===== src/rtl/vwu_pkg.sv =====
package vwu_pkg;
  localparam int LANES  = 4;
  localparam int LANE_W = 7;
  localparam int BUS_W  = LANES * LANE_W;
  localparam int CTRL_N = 4;
  localparam int PIX_W  = BUS_W - CTRL_N;

  // framing bit slots: index 0 frame, 1 line, 2 data, 3 spare
  localparam int FLAG_FV = 0;
  localparam int FLAG_LV = 1;
  localparam int FLAG_DV = 2;
  localparam int FLAG_SP = 3;
  localparam int CTRL_POS [CTRL_N] = '{24, 25, 26, 27};

  typedef struct packed {
    logic accept;
    logic flush;
    logic pixLoad;
    logic pixRestart;
    logic lineClr;
    logic lineInc;
  } strobe_t;

  function automatic bit isCtrlPos(int pos);
    bit hit;
    hit = 1'b0;
    for (int c = 0; c < CTRL_N; c++)
      if (CTRL_POS[c] == pos) hit = 1'b1;
    return hit;
  endfunction

  // bundle position of the k-th pixel bit (ascending over non-framing bits)
  function automatic int pixPos(int k);
    int seen;
    int found;
    seen  = 0;
    found = 0;
    for (int i = 0; i < BUS_W; i++) begin
      if (!isCtrlPos(i)) begin
        if (seen == k) found = i;
        seen++;
      end
    end
    return found;
  endfunction
endpackage


===== src/rtl/vwu_ctrl.sv =====
module vwu_ctrl
  import vwu_pkg::*;
(
  input  logic    lockIn,
  input  logic    wordValid,
  input  logic    fvIn,
  input  logic    lvIn,
  input  logic    dvIn,
  input  logic    fvPrev,
  input  logic    lvPrev,
  output strobe_t strobe
);
  logic accept;

  assign accept = lockIn & wordValid;

  always_comb begin
    strobe            = '0;
    strobe.accept     = accept;
    strobe.flush      = ~lockIn;
    strobe.pixLoad    = accept & fvIn & lvIn & dvIn;
    strobe.pixRestart = accept & lvIn & ~lvPrev;
    strobe.lineClr    = accept & fvIn & ~fvPrev;
    strobe.lineInc    = accept & ~lvIn & lvPrev;
  end
endmodule


===== src/rtl/vwu_dpath.sv =====
module vwu_dpath
  import vwu_pkg::*;
#(
  parameter int PIX_CNT_W  = 12,
  parameter int LINE_CNT_W = 12
) (
  input  logic                  clk,
  input  logic                  rstN,
  input  strobe_t               strobe,
  input  logic [BUS_W-1:0]      bundle,
  output logic [CTRL_N-1:0]     flagsOut,
  output logic                  pixValidOut,
  output logic [PIX_W-1:0]      pixDataOut,
  output logic [PIX_CNT_W-1:0]  pixCntOut,
  output logic [LINE_CNT_W-1:0] lineCntOut
);
  logic [PIX_W-1:0]      pixWord;
  logic [CTRL_N-1:0]     flagWord;
  logic [CTRL_N-1:0]     flagsR;
  logic                  pixValidR;
  logic [PIX_W-1:0]      pixDataR;
  logic [PIX_CNT_W-1:0]  pixCntR;
  logic [LINE_CNT_W-1:0] lineCntR;

  for (genvar g = 0; g < PIX_W; g++) begin : g_pix
    assign pixWord[g] = bundle[pixPos(g)];
  end
  for (genvar c = 0; c < CTRL_N; c++) begin : g_flag
    assign flagWord[c] = bundle[CTRL_POS[c]];
  end

  always_ff @(posedge clk or negedge rstN) begin
    if (!rstN) begin
      flagsR    <= '0;
      pixValidR <= 1'b0;
      pixDataR  <= '0;
      pixCntR   <= '0;
      lineCntR  <= '0;
    end else if (strobe.flush) begin
      flagsR    <= '0;
      pixValidR <= 1'b0;
      pixCntR   <= '0;
      lineCntR  <= '0;
    end else begin
      pixValidR <= strobe.pixLoad;
      if (strobe.accept) flagsR <= flagWord;
      if (strobe.pixLoad) pixDataR <= pixWord;
      if (strobe.pixRestart)
        pixCntR <= PIX_CNT_W'(strobe.pixLoad);
      else if (strobe.pixLoad)
        pixCntR <= pixCntR + 1'b1;
      if (strobe.lineClr)
        lineCntR <= '0;
      else if (strobe.lineInc)
        lineCntR <= lineCntR + 1'b1;
    end
  end

  assign flagsOut    = flagsR;
  assign pixValidOut = pixValidR;
  assign pixDataOut  = pixDataR;
  assign pixCntOut   = pixCntR;
  assign lineCntOut  = lineCntR;


  no_load_hold_chk: assert property (@(posedge clk) disable iff (!rstN)
    !strobe.pixLoad |=> $stable(pixDataR));


  pix_step_chk: assert property (@(posedge clk) disable iff (!rstN)
    (!strobe.flush && !strobe.pixRestart) |=>
      (pixCntR == $past(pixCntR)) || (pixCntR == $past(pixCntR) + 1'b1));


  line_clear_chk: assert property (@(posedge clk) disable iff (!rstN)
    (!strobe.flush && strobe.lineClr) |=> (lineCntR == '0));
endmodule


===== src/rtl/video_word_unpacker.sv =====
module video_word_unpacker
  import vwu_pkg::*;
#(
  parameter int PIX_CNT_W  = 12,
  parameter int LINE_CNT_W = 12
) (
  input  logic                  clk,
  input  logic                  rstN,
  input  logic                  lockIn,
  input  logic                  wordValid,
  input  logic [BUS_W-1:0]      laneWords,
  output logic [PIX_W-1:0]      pixData,
  output logic                  pixValid,
  output logic                  frameValid,
  output logic                  lineValid,
  output logic                  dataValid,
  output logic                  spareBit,
  output logic [PIX_CNT_W-1:0]  pixCount,
  output logic [LINE_CNT_W-1:0] lineCount
);
  strobe_t               strobe;
  logic [CTRL_N-1:0]     flagsR;
  logic                  pixValidR;
  logic [PIX_CNT_W-1:0]  pixCntR;
  logic [LINE_CNT_W-1:0] lineCntR;

  vwu_ctrl u_ctrl (
    .lockIn   (lockIn),
    .wordValid(wordValid),
    .fvIn     (laneWords[CTRL_POS[FLAG_FV]]),
    .lvIn     (laneWords[CTRL_POS[FLAG_LV]]),
    .dvIn     (laneWords[CTRL_POS[FLAG_DV]]),
    .fvPrev   (flagsR[FLAG_FV]),
    .lvPrev   (flagsR[FLAG_LV]),
    .strobe   (strobe)
  );

  vwu_dpath #(.PIX_CNT_W(PIX_CNT_W), .LINE_CNT_W(LINE_CNT_W)) u_dpath (
    .clk        (clk),
    .rstN       (rstN),
    .strobe     (strobe),
    .bundle     (laneWords),
    .flagsOut   (flagsR),
    .pixValidOut(pixValidR),
    .pixDataOut (pixData),
    .pixCntOut  (pixCntR),
    .lineCntOut (lineCntR)
  );

  assign frameValid = flagsR[FLAG_FV] & lockIn;
  assign lineValid  = flagsR[FLAG_LV] & lockIn;
  assign dataValid  = flagsR[FLAG_DV] & lockIn;
  assign spareBit   = flagsR[FLAG_SP] & lockIn;
  assign pixValid   = pixValidR & lockIn;
  assign pixCount   = lockIn ? pixCntR : '0;
  assign lineCount  = lockIn ? lineCntR : '0;


  pix_origin_chk: assert property (@(posedge clk) disable iff (!rstN)
    pixValid |-> $past(wordValid && lockIn && laneWords[CTRL_POS[FLAG_FV]]
                       && laneWords[CTRL_POS[FLAG_LV]] && laneWords[CTRL_POS[FLAG_DV]]));


  gap_idle_chk: assert property (@(posedge clk) disable iff (!rstN)
    (!wordValid && lockIn) |=> (!pixValid && (!lockIn || $stable(lineCount))));


  unlock_quiet_chk: assert property (@(posedge clk) disable iff (!rstN)
    !lockIn |-> (!pixValid && !frameValid && !lineValid && pixCount == '0));


  unlock_flush_chk: assert property (@(posedge clk) disable iff (!rstN)
    (!lockIn && $past(!lockIn)) |-> (pixCntR == '0 && lineCntR == '0));
endmodule


===== config.mk =====
export PLATFORM = sky130hd
export DESIGN_NAME = video_word_unpacker
export DESIGN_NICKNAME = d
export VERILOG_FILES = /design/src/rtl/vwu_pkg.sv /design/src/rtl/vwu_ctrl.sv /design/src/rtl/vwu_dpath.sv /design/src/rtl/video_word_unpacker.sv
export SDC_FILE = /design/constraint.sdc
export NUM_CORES = 1
export LEC_CHECK = 0
export BUFFER_PORTS_ARGS = -buffer_cell sky130_fd_sc_hd__clkbuf_2
export CORE_MARGIN = 2
export CORE_UTILIZATION = 54
export CTS_CLUSTER_DIAMETER = 80
export DETAILED_ROUTE_END_ITERATION = 12
export GPL_ROUTABILITY_DRIVEN = 0
export PLACE_DENSITY = 0.84
export REMOVE_ABC_BUFFERS = 1
export SYNTH_ARGS = -nofsm -noshare
export SYNTH_HDL_FRONTEND = slang
export SYNTH_SLANG_ARGS = --single-unit

===== constraint.sdc =====
create_clock -name clk -period 3.65 [get_ports clk]
set_clock_uncertainty 0.05 [all_clocks]
set_input_delay 0.5475 -clock clk [delete_from_list [all_inputs] [get_ports clk]]
set_output_delay 0.5475 -clock clk [all_outputs]
set_load 0.02 [all_outputs]

==> metrics <==
Power Density=412 nW/um^2; RSZ-0062 raised after global routing=false; CTS Root Cell=clkbuf_8; CTS Buffer Depth=2; Synth Area per Inst=11.4 um^2; Resize count post-CTS=0; Syn. warnings=0; synthesis-to-finish area growth=19.8%; Routed Antenna Nets=0; clock tree sinks=53; DRT Pass-1 Iters=4; Core ar.=4720 um^2; Total Wirelength=5070 um; worst rel slew slack=0.456; I/O pin count=85; post-route setup TNS=0 ns; GR Util All Layers=0.195; Reg power frac=0.532; Final Hold Viols=0; starting density of the core=0.558; crit start category=primary input; Area after DPL=3070 um^2; Setup Crit Path Kind=in -> out; worst-margin pin slew=0.810 ns; total vias in the final route=1,936; FF-to-FF setup slack=2.05 ns; final worst path period share=0.571; internal power=0.915 mW; die width=73.9 um; final setup violating endpoints=0; layout cells sized above 1=0.369; sequential cell area fraction in the yosys report=0.503; Mapped Cells=231; post-DR wirelength/cell=13.4 um; detailed placement HPWL=3620 um; antenna violations before repair=0; Die ar.=5450 um^2; setup repair bufs after CTS=0; Initial DRC Count=141; CP endpoint kind=output pin; vias in the first global route=1,803; status=completed; gr ovfl total=0; fin area=3160 um^2; CTS tree=done; Crit path largest cell delay=0.51 ns; CTS Hold Buffers Added=0; CP top delay family=buffers and inverters; DRC viols=0; Via density=5.11; switch share=0.297; FF+latch count, synth=53; port buffer count=84; Buf/Inv on CP=2; Final #Nets=345; RR Startpoint=u_dpath.lineCntOut[1]; Peak VDD IR=0.000336 V; cts bufs inserted=5; switching pwr=0.386 mW; CP Cell Sequence=clkbuf_2 > and2_1 > clkbuf_2; critical path arrival=1.49 ns; Period minus WS final=2.09 ns; HP Class=in -> async; MaxCap Viol Count=0; crit-path most repeated cell=clkbuf_2; Max Fclk=480 MHz; Clk network pwr share=0.249; fin. max-slew vios=0; cell count of the worst reg-to-reg path=5; slowest library cell on the worst path=clkbuf_2; clk_lat worst skew=0.30 ns; Synth cell types=37; # rows=25; first-pass GRT wire length=8340 um; combinational share of power=0.219; clock slew at reported path FFs=0.10 ns; Leak Pwr=1.59 nW; Worst Path Max Fanout=44; Required @ worst endpoint=3.05 ns; # fillers=381; largest net degree at the start of global routing=45; reg2reg end=u_dpath.lineCntOut[10]; ANT cells=0; CTS H-tree lvls=2; die span in y=73.9 um; Synth Cell Area=2640 um^2
[kinds of logic after synthesis]
family | synth area share
AO/OA/AOI/OAI | 0.0323
flip-flops | 0.503
buffers and inverters | 0.0342
AND/OR/NAND/NOR | 0.225
adder cells (fa/ha/maj) | 0.00950
XOR/XNOR | 0.0598
multiplexers | 0.136
[cells in the mapped netlist, drive strengths merged]
| cell | number | area, um^2 |
|---|---|---|
| nand2 | 11 | 51.3 |
| mux2i | 2 | 20.0 |
| and3 | 3 | 18.8 |
| nand4b | 1 | 15.0 |
| nor2b | 2 | 12.5 |
| clkbuf | 6 | 22.5 |
| nor3 | 5 | 25.0 |
| and3b | 1 | 8.76 |
| xnor2 | 11 | 96.3 |
| a211oi | 1 | 7.51 |
| nor4 | 6 | 37.5 |
| xor2 | 7 | 61.3 |
| nor2 | 20 | 75.1 |
| nand4 | 8 | 65.1 |
| buf | 6 | 56.3 |
| and2 | 29 | 181 |
| and4b | 1 | 10.0 |
| nand2b | 2 | 12.5 |
| a22oi | 1 | 7.51 |
| a21oi | 3 | 15.0 |
| dfrtp | 53 | 1330 |
| inv | 3 | 11.3 |
| a21boi | 4 | 30.0 |
| mux2 | 24 | 338 |
| ha | 2 | 25.0 |
| o21ai | 5 | 25.0 |
| or3 | 2 | 12.5 |
| nand3 | 10 | 50.1 |
| and4 | 2 | 17.5 |
[layout by cell type, fill, tap and decap left out, types with 3 or more instances in the layout]
cell type / n
nand4_1: 7
nor3_1: 5
clkbuf_8: 5
a21boi_0: 3
nor2_1: 20
dfrtp_1: 53
clkbuf_2: 84
nand2_1: 9
nand3_1: 10
xnor2_1: 11
mux2_4: 18
mux2_1: 6
and2_1: 29
o21ai_0: 3
xor2_1: 7
and3_1: 3
nor4_1: 6
a21oi_1: 3
[layout make-up]
class	count	area [um^2]	area share
clock buffer	6	72.6	0.0230
clock inverter	2	15.0	0.00476
inverter	3	11.3	0.00357
multi-input combinational	163	1220	0.386
sequential	53	1330	0.420
tap	67	83.8	0.0266
timing repair buffer	85	428	0.136
[metal layers]
metal / GRT usage / vias up / wire length (um)
met5: 0 / - / 0
met2: 0.298 / 72 / 2280
met3: 0.0494 / 5 / 296
li1: - / 948 / -
met1: 0.282 / 911 / 2450
met4: 0.0444 / 0 / 42
[state kept, by name, indices dropped and copies added, names as in the netlist]
register,flops
u_dpath.pixValidOut,1
u_dpath.pixCntOut,12
u_dpath.flagsOut,4
u_dpath.lineCntOut,12
u_dpath.pixDataOut,24
[through the flow]
step	hold WS [ns]	setup slack [ns]	utilization	std cells	power, mW
after detailed placement	0.430	1.34	0.650	371	0.991
after CTS	0.183	1.58	0.668	379	1.32
after global placement	0.425	1.42	0.650	371	0.982
final	0.172	1.56	0.668	379	1.30
after global routing	0.212	1.43	0.668	379	1.36
after floorplan	0.202	2.02	-	219	0.869
[worst max path at each step]
stage	start	endpoint	slack (ns)	depth (start not counted)
finish	lockIn	pixCount[10]	1.56	3
global placement	lockIn	u_dpath.pixCntOut[9]	1.42	5
floorplan	laneWords[26]	u_dpath.pixDataOut[0]	2.02	3
global route	lockIn	u_dpath.pixCntOut[10]	1.43	5
detailed placement	lockIn	u_dpath.pixCntOut[10]	1.34	5
CTS	lockIn	pixCount[5]	1.58	3
[power groups by stage]
stage | sequential (mW) | combinational (mW) | clock [mW]
5_1_grt | 0.701 | 0.305 | 0.358
4_1_cts | 0.692 | 0.289 | 0.336
2_1_floorplan | 0.774 | 0.0951 | 0
6_report | 0.692 | 0.285 | 0.324
3_3_place_gp | 0.701 | 0.281 | 0
3_5_place_dp | 0.700 | 0.291 | 0
Note: power is estimated with default switching activity, not from simulation.
